$ cat src/rtl/scl_div_pkg.sv
package scl_div_pkg;

  typedef enum logic [1:0] {
    PH_IDLE = 2'd0,
    PH_LOW  = 2'd1,
    PH_HIGH = 2'd2
  } phase_e;

  typedef struct packed {
    logic clear;
    logic loadLow;
    logic loadHigh;
    logic counting;
  } ctl_t;

  function automatic logic [2:0] phaseOffset(input int unsigned psc);
    if (psc == 0)      return 3'd7;
    else if (psc == 1) return 3'd6;
    else               return 3'd5;
  endfunction

endpackage

$ cat src/rtl/scl_div_datapath.sv
module scl_div_datapath
  import scl_div_pkg::*;
#(
  parameter int PSC_W = 8,
  parameter int CNT_W = 16
) (
  input  logic             clk,
  input  logic             rstN,
  input  logic             moduleRun,
  input  logic [PSC_W-1:0] prescale,
  input  logic [CNT_W-1:0] lowCount,
  input  logic [CNT_W-1:0] highCount,
  input  ctl_t             ctl,
  output logic             modTick,
  output logic             phaseDone
);
  localparam int PH_W = CNT_W + 1;

  logic [PSC_W-1:0] pscReg;
  logic [CNT_W-1:0] lowReg;
  logic [CNT_W-1:0] highReg;
  logic [PSC_W-1:0] pscCnt;
  logic [PH_W-1:0]  phaseCnt;
  logic [PH_W-1:0]  dVal;
  logic [PH_W-1:0]  lowLoad;
  logic [PH_W-1:0]  highLoad;

  // Shadow copies of the divider settings, writable only while held in module reset
  always_ff @(posedge clk or negedge rstN) begin
    if (!rstN) begin
      pscReg  <= '0;
      lowReg  <= '0;
      highReg <= '0;
    end else if (!moduleRun) begin
      pscReg  <= prescale;
      lowReg  <= lowCount;
      highReg <= highCount;
    end
  end

  assign dVal     = PH_W'(phaseOffset(32'(pscReg)));
  assign lowLoad  = PH_W'(lowReg) + dVal - PH_W'(1);
  assign highLoad = PH_W'(highReg) + dVal - PH_W'(1);

  always_ff @(posedge clk or negedge rstN) begin
    if (!rstN) begin
      pscCnt   <= '0;
      phaseCnt <= '0;
    end else if (ctl.clear) begin
      pscCnt   <= '0;
      phaseCnt <= '0;
    end else if (ctl.loadLow) begin
      pscCnt   <= pscReg;
      phaseCnt <= lowLoad;
    end else if (ctl.loadHigh) begin
      pscCnt   <= pscReg;
      phaseCnt <= highLoad;
    end else if (ctl.counting) begin
      if (pscCnt == '0) begin
        pscCnt <= pscReg;
        if (phaseCnt != '0) phaseCnt <= phaseCnt - PH_W'(1);
      end else begin
        pscCnt <= pscCnt - PSC_W'(1);
      end
    end
  end

  assign modTick   = ctl.counting && (pscCnt == '0);
  assign phaseDone = modTick && (phaseCnt == '0);

  // settings frozen while running
  a_r8_shadow_hold: assert property (@(posedge clk) disable iff (!rstN)
    (moduleRun && $past(moduleRun)) |-> ($stable(lowReg) && $stable(highReg) && $stable(pscReg)));

  // the phase counter never exceeds the larger reload value
  a_r2_phase_bound: assert property (@(posedge clk) disable iff (!rstN)
    (moduleRun && $past(moduleRun)) |-> (phaseCnt <= ((lowLoad > highLoad) ? lowLoad : highLoad)));

endmodule

$ cat src/rtl/scl_div_control.sv
module scl_div_control
  import scl_div_pkg::*;
(
  input  logic clk,
  input  logic rstN,
  input  logic moduleRun,
  input  logic sclEnable,
  input  logic phaseDone,
  output ctl_t ctl,
  output logic sclLowReq,
  output logic lowEndTick,
  output logic highEndTick
);
  phase_e state;
  phase_e nextState;
  logic   active;

  assign active = moduleRun && sclEnable;

  always_comb begin
    ctl       = '0;
    nextState = state;
    unique case (state)
      PH_IDLE: begin
        ctl.clear = !active;
        if (active) begin
          nextState   = PH_LOW;
          ctl.loadLow = 1'b1;
        end
      end
      PH_LOW: begin
        ctl.counting = 1'b1;
        if (!active) begin
          nextState = PH_IDLE;
          ctl.clear = 1'b1;
        end else if (phaseDone) begin
          nextState    = PH_HIGH;
          ctl.loadHigh = 1'b1;
        end
      end
      PH_HIGH: begin
        ctl.counting = 1'b1;
        if (!active) begin
          nextState = PH_IDLE;
          ctl.clear = 1'b1;
        end else if (phaseDone) begin
          nextState   = PH_LOW;
          ctl.loadLow = 1'b1;
        end
      end
      default: begin
        nextState = PH_IDLE;
        ctl.clear = 1'b1;
      end
    endcase
  end

  always_ff @(posedge clk or negedge rstN) begin
    if (!rstN) state <= PH_IDLE;
    else       state <= nextState;
  end

  assign sclLowReq   = (state == PH_LOW);
  assign lowEndTick  = (state == PH_LOW)  && active && phaseDone;
  assign highEndTick = (state == PH_HIGH) && active && phaseDone;

  // strobes are exclusive
  a_r6_tick_onehot: assert property (@(posedge clk) disable iff (!rstN)
    $onehot0({lowEndTick, highEndTick}));

  // a low-end strobe closes the low phase
  a_r6_low_tick_ends: assert property (@(posedge clk) disable iff (!rstN)
    lowEndTick |=> !sclLowReq);

endmodule

$ cat src/rtl/scl_phase_divider.sv
module scl_phase_divider
  import scl_div_pkg::*;
#(
  parameter int PSC_W = 8,
  parameter int CNT_W = 16
) (
  input  logic             clk,
  input  logic             rstN,
  input  logic             moduleRun,
  input  logic             sclEnable,
  input  logic [PSC_W-1:0] prescale,
  input  logic [CNT_W-1:0] lowCount,
  input  logic [CNT_W-1:0] highCount,
  output logic             sclLowReq,
  output logic             lowEndTick,
  output logic             highEndTick
);
  ctl_t ctl;
  logic modTick;
  logic phaseDone;

  scl_div_datapath #(.PSC_W(PSC_W), .CNT_W(CNT_W)) u_datapath (
    .clk       (clk),
    .rstN      (rstN),
    .moduleRun (moduleRun),
    .prescale  (prescale),
    .lowCount  (lowCount),
    .highCount (highCount),
    .ctl       (ctl),
    .modTick   (modTick),
    .phaseDone (phaseDone)
  );

  scl_div_control u_control (
    .clk         (clk),
    .rstN        (rstN),
    .moduleRun   (moduleRun),
    .sclEnable   (sclEnable),
    .phaseDone   (phaseDone),
    .ctl         (ctl),
    .sclLowReq   (sclLowReq),
    .lowEndTick  (lowEndTick),
    .highEndTick (highEndTick)
  );

  // an inactive block releases the line at the next edge
  a_r7_release_on_disable: assert property (@(posedge clk) disable iff (!rstN)
    !(moduleRun && sclEnable) |=> (!sclLowReq && !lowEndTick && !highEndTick));

  // a high phase that ends while active hands over to a low phase
  a_r3_high_to_low: assert property (@(posedge clk) disable iff (!rstN)
    (highEndTick && moduleRun && sclEnable) |=> sclLowReq);

  // activation from idle starts with the low phase
  a_r5_low_first: assert property (@(posedge clk) disable iff (!rstN)
    (!sclLowReq && !$past(sclLowReq) && moduleRun && sclEnable && !highEndTick && !$past(highEndTick) && $past(!(moduleRun && sclEnable))) |=> sclLowReq);

endmodule

$ cat config.mk
export PLATFORM = sky130hd
export DESIGN_NAME = scl_phase_divider
export DESIGN_NICKNAME = d
export VERILOG_FILES = /design/src/rtl/scl_div_pkg.sv /design/src/rtl/scl_div_datapath.sv /design/src/rtl/scl_div_control.sv /design/src/rtl/scl_phase_divider.sv
export SDC_FILE = /design/constraint.sdc
export NUM_CORES = 1
export LEC_CHECK = 0
export ABC_AREA = 1
export CORE_MARGIN = 2
export CORE_UTILIZATION = 45
export DETAILED_ROUTE_END_ITERATION = 8
export DONT_BUFFER_PORTS = 1
export PLACE_DENSITY = 0.63
export SYNTH_ARGS = -nofsm -noshare
export SYNTH_HDL_FRONTEND = slang
export SYNTH_SLANG_ARGS = --single-unit
$ cat constraint.sdc
create_clock -name clk -period 2.67 [get_ports clk]
set_clock_uncertainty 0.2 [all_clocks]
set_input_delay 0.4005 -clock clk [delete_from_list [all_inputs] [get_ports clk]]
set_output_delay 0.4005 -clock clk [all_outputs]
set_load 0.05 [all_outputs]
==> summary.txt, run 1 <==
Run status
  – Status: finished with violations
  – Failing checks: setup timing

Drt
  – WL/cell: 15.0 um
  – DRT Wirelength: 12900 um
  – DRT iter0 DRCs: 303
  – Vias: 4444
  – DRC: 0
  – Drt pass-1 iters: 5
  – Vias per cell: 5.19
  – Post-DRT Antenna Nets: 0

Floorplan
  – Die height: 107 um
  – Die Wd: 107 um
  – Starting density of the core: 46.3%
  – Area of the die: 0.0115 sq mm
  – Core Footprint: 0.0103 sq mm
  – I/O pin cnt: 47
  – Num rows: 37

Critical path
  – Crit Reg-Reg Startpoint: u_datapath.pscReg[5]
  – R2R Path End: u_datapath.phaseCnt[15]
  – Critical path endpoint: u_datapath.phaseCnt[15]
  – CP max FO: 3
  – Setup crit end kind: flop
  – R2r setup slk: -410 ps
  – Crit path DAT: 3130 ps
  – Critical Path Start: u_datapath.pscReg[5]
  – CP Class: flop to flop
  – Reg2reg path depth: 15
  – Worst setup SP type: flop
  – CP Data Required Time: 2730 ps

Layout
  – Final nets: 778
  – Area grow syn2layout: 23.4%
  – Reg area: 0.00168 sq mm
  – Layout cell share with drive strength beyond 1: 21.4%
  – # diodes: 0
  – Layout fillers: 972
  – Multi-input logic area: 0.00296 sq mm
  – Final instance area: 0.00589 sq mm

Placed design
  – Hpwl dp: 8820 um
  – Dpl cell area: 0.00508 sq mm
  – Final GP Congestion: 0.874
  – IO buf count: 0

Power and ir drop
  – Lkg Pwr: 0.00290 uW
  – PwrDens: 1100 mW/mm^2
  – Sw power: 3170 uW
  – Sequential power share: 22.9%
  – Clock network fraction of total power: 14.7%
  – Sw frac: 49.0%
  – Comb pwr share: 62.4%
  – VDD IR max: 0.000450 V
  – Int Pwr: 3300 uW

Logic synthesis
  – FFs w/ async S/R, synth: 100%
  – Mean Syn Cell Area: 7.21 sq um
  – Main flop type after synthesis: dfrtp_1
  – Adder-Cell Fraction of Synth Area: 5.03%
  – Yosys warnings: 0
  – Count leader, synth: nand2_1
  – Main combinational cell family by area after synthesis: simple AND/OR/NAND/NOR gates
  – Post-synthesis compound-gate area fraction: 9.22%
  – Area share of the largest cell type after synthesis: 35.1%
  – Post-synthesis mux area share: 3.06%
  – Post-synth EDFFs: 0
  – Post-Syn Area: 0.00478 sq mm
  – Post-synth cell types: 42
  – Post-synth top cells: 192 x nand2_1, 77 x inv_1, 73 x nor2_1, 67 x dfrtp_1, 51 x nand3_1
  – Largest cells by area after synthesis: dfrtp_1 35%, nand2_1 15%, inv_1 6.0%, nor2_1 5.7%, nand3_1 5.3%
  – Post-Synth XOR/XNOR Area: 4.03%
  – Yosys top cell by area: dfrtp_1
  – Gate Count Post-Synth: 663
  – Post-synthesis sequential area ratio: 35.1%
  – Yosys reg bits: 67
  – Share of synthesized cell area in and, or, nand and nor gates: 34.8%
  – Syn Nets: 725

Global route
  – Initial antenna violation count: 0
  – First-pass GRT wire length: 21100 um
  – GRT Util Overall: 23.6%
  – GRT overflow: 0
  – Vias in the first global route: 4303
  – Pin count of the biggest net entering global routing: 68

CTS
  – Reg clk slew, reported paths: 80 ps
  – CTS max path bufs: 2
  – Clock Latency Late Sink: 360 ps
  – H-tree depth: 3
  – Clock buffer count from CTS: 9
  – CTS tree: yes
  – CTS root buffer: clkbuf_8
  – Clock Sinks: 67

Min path
  – Min-Delay Path Class: primary input to flop

Timing
  – Worst slew pin tran: 1120 ps
  – Fin. Hold Viols: 0
  – Final WS setup: -406 ps
  – Number of setup violations in the final report: 15
  – Final Cycle Share: 115%
  – Relative slew margins: 24.8%
  – Min cycle time layout: 3080 ps
  – Hold slack: 2.18 ps
  – Slew Limit Fails: 0
  – Unrepaired setup endpoints after global routing: yes
  – Max Clk Rate: 0.325 GHz

Flow run
  – Max cap viols: 0
[final cells by class]
class | count | area share, %
Clock buffer | 11 | 2.23
Clock inverter | 5 | 1.32
Inverter | 86 | 5.58
Multi-Input combinational cell | 493 | 50.2
Sequential cell | 67 | 28.4
Tap cell | 136 | 2.89
Timing Repair Buffer | 59 | 9.36
[through the flow]
| stage | total power [uW] | setup TNS (ps) | utilization [%] | cells | worst slack, ps |
|---|---|---|---|---|---|
| global placement | 5110 | -2450 | 49.2 | 808 | -309 |
| global route | 7030 | -5980 | 57.1 | 857 | -622 |
| detailed placement | 5180 | -3410 | 49.2 | 808 | -388 |
| CTS | 6290 | -3670 | 55.5 | 854 | -386 |
| floorplan | 4480 | -208 | - | 663 | -91.2 |
| finish | 6460 | -3380 | 57.1 | 857 | -406 |
[cells by family (layout without fill, tap and decap cells)]
logic type	count (synthesis)	in the layout
and+or+nand+nor	365	365
buffers and inverters	103	161
AOI/OAI and AO/OA	75	75
DFF	67	67
xor gates and xnor gates	22	22
adders and majority gates	18	18
muxes	13	13
[registers in the layout, summed over array words and instances (netlist names)]
register and flops:
u_datapath.phaseCnt 17, u_datapath.highReg 16, u_datapath.lowReg 16, u_datapath.pscCnt 8, u_datapath.pscReg 8, u_control.state 2
[power by group through the flow]
stage               logic (uW)  registers (uW)  clock network [uW]
floorplan                 3060            1430                   0
global placement          3630            1480                   0
detailed placement        3700            1490                   0
CTS                       3860            1470                 952
global route              4520            1510                 997
finish                    4030            1480                 950
[cells in the final DEF (no fill, tap or decap), drive strengths merged, types with 8 or more instances in the layout]
master,synthesis,layout
buf,10,31
dfrtp,67,67
nand4,10,10
inv,85,84
ha,16,16
clkbuf,7,11
xnor2,8,8
o21ai,36,36
nor2,87,87
nand3,59,59
mux2,13,13
a21oi,32,32
xor2,14,14
dlygate4sd3,0,28
nand2,200,200
[per-layer routing]
| metal | wire length [um] | share of wire, % | track usage, % |
|---|---|---|---|
| met3 | 705 | 5.5 | 3.77 |
| met1 | 5920 | 46 | 32.7 |
| met2 | 6090 | 47 | 38.1 |
| met5 | 0 | 0 | 0 |
| met4 | 162 | 1.3 | 6.96 |
[how the worst min path moves through the flow]
stage | from | to | slack, ps | cells after the start
floorplan | rstN | u_control.state[0] | -100 | 0
global placement | rstN | u_control.state[0] | -90 | 0
detailed placement | rstN | u_control.state[0] | -90 | 0
CTS | prescale[5] | u_datapath.pscReg[5] | 2 | 1
global route | moduleRun | u_datapath.lowReg[8] | 6 | 1
finish | lowCount[2] | u_datapath.lowReg[2] | 2 | 2
[critical path, stage by stage (launching register included)]
cell     delay, ps
dfrtp_1        400
nor4_2         280
nand4_1        250
ha_1           350
inv_1           60
ha_2           180
inv_2           40
fa_2           360
nor2_4         100
nand2_2         80
nor2_4         120
nand4_1        140
o21ai_1        150
nand3_1        110
nand3_2         90
nand2_1         50
[what timing repair did]
item / CTS / global route
resized for setup: 30 / 32
endpoints found under the hold margin: 106 / 1
hold buffers: 28 / 1
endpoints found under the setup margin: 17 / 17
buffers inserted: 2 / 2
pin swaps: 11 / 25
No activity file was read; power rests on OpenSTA's default activity.
==> inputs of run 2 (changes only) <==
- RECOVER_POWER: not set -> 50
==> summary.txt, run 2 (synthesis results as in run 1) <==
Run status
  – Status: finished with violations
  – Failing checks: capacitance limit, slew limit, setup timing

Flow run
  – Max cap viols: 1 (+1)

Critical path
  – Slowest stage delay, CP: 400 ps (about the same)
  – CP max FO: 3 (unchanged)
  – Worst setup SP type: flop
  – CP cell instances: nor4_2 > nand4_1 > ha_1 > inv_1 > ha_2 > inv_2 > fa_2 > nor2_4 > nand2_2 > nor2_4 > nand4_1 > o21ai_1 > nand3_1 > nand3_2 > nand2_1
  – Setup crit end kind: flop
  – Crit path DAT: 3130 ps (about the same)
  – Slowest cell on crit path: dfrtp_1
  – R2r setup slk: -410 ps (about the same)
  – CP Class: flop to flop
  – CP Data Required Time: 2730 ps (about the same)

Timing
  – Unrepaired setup endpoints after global routing: yes
  – Hold slack: 2.06 ps (-0.123 ps)
  – Min cycle time layout: 3080 ps (+0.873 ps)
  – Final Cycle Share: 115% (about the same)
  – Max Clk Rate: 0.325 GHz (about the same)
  – Fin. Hold Viols: 0 (unchanged)
  – Worst slew pin tran: 1700 ps (+580 ps)
  – Number of setup violations in the final report: 15 (unchanged)
  – Relative slew margins: -13.6% (-38 points)
  – Fin Setup TNS: -3390 ps (-7.41 ps)
  – Slew Limit Fails: 68 (+68)
  – Final WS setup: -407 ps (-0.873 ps)

Power and ir drop
  – Lkg Pwr: 0.00289 uW (-0.29%)
  – Sw frac: 49.0% (about the same)
  – Sequential power share: 23.0% (about the same)
  – Int Pwr: 3290 uW (-0.10%)
  – PwrDens: 1100 mW/mm^2 (+0.30%)
  – Comb pwr share: 62.3% (about the same)
  – Sw power: 3160 uW (about the same)
  – VDD IR max: 0.000450 V (about the same)
  – Clock network fraction of total power: 14.7% (about the same)

CTS
  – H-tree depth: 3 (unchanged)
  – CTS root buffer: clkbuf_8
  – CTS max path bufs: 2 (unchanged)
  – Clock Latency Late Sink: 360 ps (about the same)
  – Clock Sinks: 67 (unchanged)
  – Reg clk slew, reported paths: 80 ps (about the same)
  – Clock buffer count from CTS: 9 (unchanged)
  – CTS tree: yes

Global route
  – Initial antenna violation count: 0 (unchanged)
  – GRT Util Overall: 23.6% (unchanged)
  – First-pass GRT wire length: 21100 um (unchanged)
  – Vias in the first global route: 4303 (unchanged)
  – GRT overflow: 0 (unchanged)
  – Pin count of the biggest net entering global routing: 68 (unchanged)

Layout
  – Fin cells: 857 (unchanged)
  – Area grow syn2layout: 22.9%
  – Commonest non-fill, non-tap cell in the layout: nand2_1
  – Top reg by flops: u_datapath.phaseCnt
  – Post-Route Utilization: 56.9% (-0.22 points)
  – Final nets: 778 (unchanged)
  – Most frequent cells in the layout: 181 x nand2_1, 70 x inv_1, 67 x dfrtp_1, 66 x nor2_1, 41 x nand3_1
  – Max reg flops: 17 (unchanged)
  – Largest regs: u_datapath.phaseCnt x17, u_datapath.highReg x16, u_datapath.lowReg x16
  – # diodes: 0 (unchanged)
  – Layout cell share with drive strength beyond 1: 21.4% (unchanged)

Placed design
  – Final GP Congestion: 0.874 (unchanged)
  – Worst slack, placed: -388 ps (unchanged)
  – DP Cell Count: 808 (unchanged)
  – IO buf count: 0 (unchanged)
  – Hpwl dp: 8820 um (unchanged)

Min path
  – Min-Delay Path Class: primary input to flop

Drt
  – DRT Wirelength: 12900 um (+0.14%)
  – DRT iter0 DRCs: 303 (unchanged)
  – WL/cell: 15.0 um (+0.14%)
  – Vias per cell: 5.18 (-0.20%)
  – Vias: 4435 (-0.20%)
  – Post-DRT Antenna Nets: 0 (unchanged)
  – DRC: 0 (unchanged)
  – Drt pass-1 iters: 5 (unchanged)

Floorplan
  – Starting density of the core: 46.3% (unchanged)
  – Die Wd: 107 um (unchanged)
  – I/O pin cnt: 47 (unchanged)
  – Area of the die: 0.0115 sq mm (unchanged)
  – Die height: 107 um (unchanged)
  – Core Footprint: 0.0103 sq mm (unchanged)
  – Num rows: 37 (unchanged)
-- run 2: final cells by class --
| class | instances | area, sq um |
|---|---|---|
| tap | 136 | 170 |
| timing repair buffer | 59 | 529 |
| clock inverter | 5 | 77.6 |
| fill | 975 | 4450 |
| inverter | 86 | 329 |
| clock buffer | 11 | 131 |
| sequential | 67 | 1680 |
| multi-input combinational | 493 | 2960 |
-- run 2: repair_timing --
action                                  4_1_cts  5_1_grt
endpoints found under the hold margin       106        1
hold buffers                                 28        1
pin swaps                                    11       25
setup buffers                                 2        2
endpoints found under the setup margin       17       17
gates resized for setup                      30       32
-- run 2: per-layer routing --
layer / share of wire [%] / global-route usage, % / wire (um)
met1: 46 / 32.7 / 5980
met2: 47 / 38.1 / 6100
met3: 5.0 / 3.77 / 645
met4: 1.3 / 6.96 / 162
met5: 0 / 0 / 0
-- run 2: through the flow --
| stage | cell area, sq um | total power [uW] |
|---|---|---|
| 2_1_floorplan | 4810 | 4480 |
| 3_3_place_gp | 5080 | 5110 |
| 3_5_place_dp | 5080 | 5180 |
| 4_1_cts | 5730 | 6290 |
| 5_1_grt | 5870 | 7030 |
| 6_report | 5870 | 6460 |
-- run 2: power by group through the flow --
stage	clock, uW	sequential (uW)	combinational [uW]
after global routing	997	1510	4520
after floorplan	0	1430	3060
final	950	1480	4030
after CTS	952	1470	3860
after detailed placement	0	1490	3700
after global placement	0	1480	3630
-- run 2: path summary, 6_finish.rpt --
check | from | end | depth (start not counted)
min | lowCount[2] | u_datapath.lowReg[2] | 2
min reg2reg | u_datapath.phaseCnt[1] | u_datapath.phaseCnt[1] | 2
max reg2reg | u_datapath.pscReg[5] | u_datapath.phaseCnt[15] | 15
min in group asynchronous | rstN | u_control.state[0] | 2
max in group asynchronous | rstN | u_datapath.pscCnt[7] | 2
max | u_datapath.pscReg[5] | u_datapath.phaseCnt[15] | 15
-- run 2: worst max-delay path: cells and delay by family, from the launching register on --
| kind | cells | cell delay (ps) |
|---|---|---|
| flops | 1 | 400 |
| simple gates | 9 | 1220 |
| fa+ha+maj | 3 | 890 |
| buf+inv | 2 | 100 |
| compound gates | 1 | 150 |
==> inputs of run 3 (changes only) <==
- CORE_UTILIZATION: 45 -> 39
- CTS_CLUSTER_DIAMETER: not set -> 150
- PLACE_DENSITY: 0.63 -> 0.56
==> summary.txt, run 3 (synthesis results as in run 1) <==
CTS
  – CTS root buffer: clkbuf_16
  – H-tree depth: 3 (unchanged)
  – Clock buffer count from CTS: 9 (unchanged)
  – CTS max path bufs: 2 (unchanged)
  – Clock Sinks: 67 (unchanged)
  – Reg clk slew, reported paths: 60 ps (-20 ps)
  – Clock Latency Late Sink: 340 ps (-20 ps)
  – CTS tree: yes

Floorplan
  – I/O pin cnt: 47 (unchanged)
  – Die Wd: 115 um (+7.1%)
  – Starting density of the core: 39.9% (-6.3 points)
  – Core Footprint: 0.0120 sq mm (+16%)
  – Area of the die: 0.0132 sq mm (+15%)
  – Num rows: 40 (+8.1%)
  – Die height: 115 um (+7.1%)

Timing
  – Final WS setup: -420 ps (-12.7 ps)
  – Number of setup violations in the final report: 15 (unchanged)
  – Worst slew pin tran: 1690 ps (-15.5 ps)
  – Slew Limit Fails: 68 (unchanged)
  – Unrepaired setup endpoints after global routing: yes
  – Max Clk Rate: 0.324 GHz (-0.41%)
  – Fin Setup TNS: -4450 ps (-1060 ps)
  – Relative slew margins: -12.6% (+1.0 points)
  – Final Cycle Share: 116% (+0.48 points)
  – Fin. Hold Viols: 0 (unchanged)
  – Min cycle time layout: 3090 ps (+12.7 ps)

Critical path
  – Crit path DAT: 3110 ps (-20 ps)
  – CP max FO: 4 (+1)
  – CP Data Required Time: 2690 ps (-40 ps)
  – Setup crit end kind: flop
  – Worst setup SP type: flop
  – CP Class: flop to flop

Flow run
  – Max cap viols: 1 (unchanged)

Run status
  – Failing checks: capacitance limit, slew limit, setup timing
  – Status: finished with violations

Drt
  – DRC: 0 (unchanged)
  – DRT iter0 DRCs: 296 (-2.3%)
  – Drt pass-1 iters: 5 (unchanged)
  – DRT Wirelength: 12700 um (-1.5%)
  – Vias: 4250 (-4.2%)
  – WL/cell: 15.0 um (-0.14%)
  – Vias per cell: 5.03 (-2.8%)
  – Post-DRT Antenna Nets: 0 (unchanged)

Power and ir drop
  – Sequential power share: 22.6% (-0.4 points)
  – Sw frac: 47.4% (-1.6 points)
  – Int Pwr: 3470 uW (+5.5%)
  – Sw power: 3120 uW (-1.3%)
  – Comb pwr share: 59.3% (-3.0 points)
  – VDD IR max: 0.000409 V (-9.2%)
  – PwrDens: 1160 mW/mm^2 (+5.3%)
  – Lkg Pwr: 0.00285 uW (-1.6%)
  – Clock network fraction of total power: 18.1% (+3.4 points)
  – Final Power: 6600 uW (+2.2%)

Placed design
  – Final GP Congestion: 0.906 (+3.7%)
  – Hpwl dp: 9250 um (+4.8%)
  – IO buf count: 0 (unchanged)

Layout
  – Top reg by flops: u_datapath.phaseCnt
  – Area grow syn2layout: 19.2%
  – Max reg flops: 17 (unchanged)
  – Layout fillers: 1160 (+19%)
  – Largest regs: u_datapath.phaseCnt x17, u_datapath.highReg x16, u_datapath.lowReg x16
  – Commonest non-fill, non-tap cell in the layout: nand2_1
  – Most frequent cells in the layout: 180 x nand2_1, 68 x inv_1, 67 x dfrtp_1, 66 x nor2_1, 47 x nand3_1
  – Final nets: 755 (-3.0%)
  – # diodes: 0 (unchanged)
  – Post-Route Utilization: 47.6% (-9.2 points)
  – Layout cell share with drive strength beyond 1: 21.9% (+0.56 points)

Global route
  – Pin count of the biggest net entering global routing: 68 (unchanged)
  – GRT overflow: 0 (unchanged)
  – First-pass GRT wire length: 21700 um (+2.8%)
  – Initial antenna violation count: 0 (unchanged)
  – Vias in the first global route: 4341 (+0.88%)
  – GRT Util Overall: 21.0% (-2.6 points)

Min path
  – Min-Delay Path Class: primary input to flop
-- run 3: cell count changes in the layout (fill, tap and decap cells not counted), moves of 6 or more --
cell | previous run | this run
clkbuf_16 | 0 | 9
clkbuf_8 | 9 | 1
dlygate4sd3_1 | 28 | 2
nand3_1 | 41 | 47
nand3_2 | 15 | 8
-- run 3: cell type report --
| type | count | area [sq um] | area share (%) |
|---|---|---|---|
| clock buffers | 11 | 243 | 4.26 |
| clock inverters | 5 | 52.6 | 0.922 |
| inverters | 86 | 327 | 5.73 |
| multi-input cells | 493 | 2920 | 51.2 |
| flip-flops and latches | 67 | 1680 | 29.4 |
| well taps | 147 | 184 | 3.23 |
| repair buffers | 36 | 299 | 5.25 |
-- run 3: through the flow --
step                hold WS, ps  worst slack [ps]  std cells  area (sq um)
finish                     11.2              -420        845          5700
global route              0.159              -630        845          5700
CTS                        3.59              -398        842          5620
detailed placement        -93.3              -384        817          5070
global placement          -93.2              -286        817          5070
floorplan                 -95.1             -91.2        663          4810
-- run 3: what timing repair did --
action | 4_1_cts | 5_1_grt
endpoints found under the hold margin | 94 | 0
pin swaps | 21 | 20
gates resized for setup | 44 | 18
hold buffers | 3 | 0
endpoints found under the setup margin | 17 | 17
gates cloned | 0 | 0
setup buffers | 6 | 4
-- run 3: final timing paths --
path / startpoint / endpoint / slack, ps / depth (start not counted)
min reg2reg: u_datapath.pscCnt[1] / u_datapath.pscCnt[1] / 330 / 2
max in group asynchronous: rstN / u_datapath.phaseCnt[12] / 390 / 2
min in group asynchronous: rstN / u_datapath.pscReg[6] / 880 / 2
max reg2reg: u_datapath.pscReg[5] / u_datapath.phaseCnt[15] / -420 / 15
max: u_datapath.pscReg[5] / u_datapath.phaseCnt[15] / -420 / 15
min: highCount[7] / u_datapath.highReg[7] / 10 / 1
-- run 3: layer usage --
layer | wire length (um) | global-route usage (%)
met1 | 6130 | 30.1
met5 | 0 | 0
met4 | 149 | 6.43
met2 | 5880 | 32.9
met3 | 537 | 3.18
-- run 3: worst max-delay path, stage by stage (launching register included) --
cell and delay, ps:
dfrtp_1 390, nor4_2 280, nand4_1 250, ha_1 380, inv_2 80, ha_4 140
inv_2 40, fa_2 360, nor2_4 100, nand2_2 80, nor2_4 120, nand4_1 150
o21ai_1 170, nand3_1 100, nand3_2 90, nand2_1 50
-- run 3: power by group through the flow --
stage | clock (uW) | combinational [uW] | sequential [uW]
2_1_floorplan | 0 | 3060 | 1430
3_3_place_gp | 0 | 3670 | 1490
5_1_grt | 1270 | 4460 | 1520
3_5_place_dp | 0 | 3700 | 1490
4_1_cts | 1210 | 3840 | 1480
6_report | 1190 | 3920 | 1490
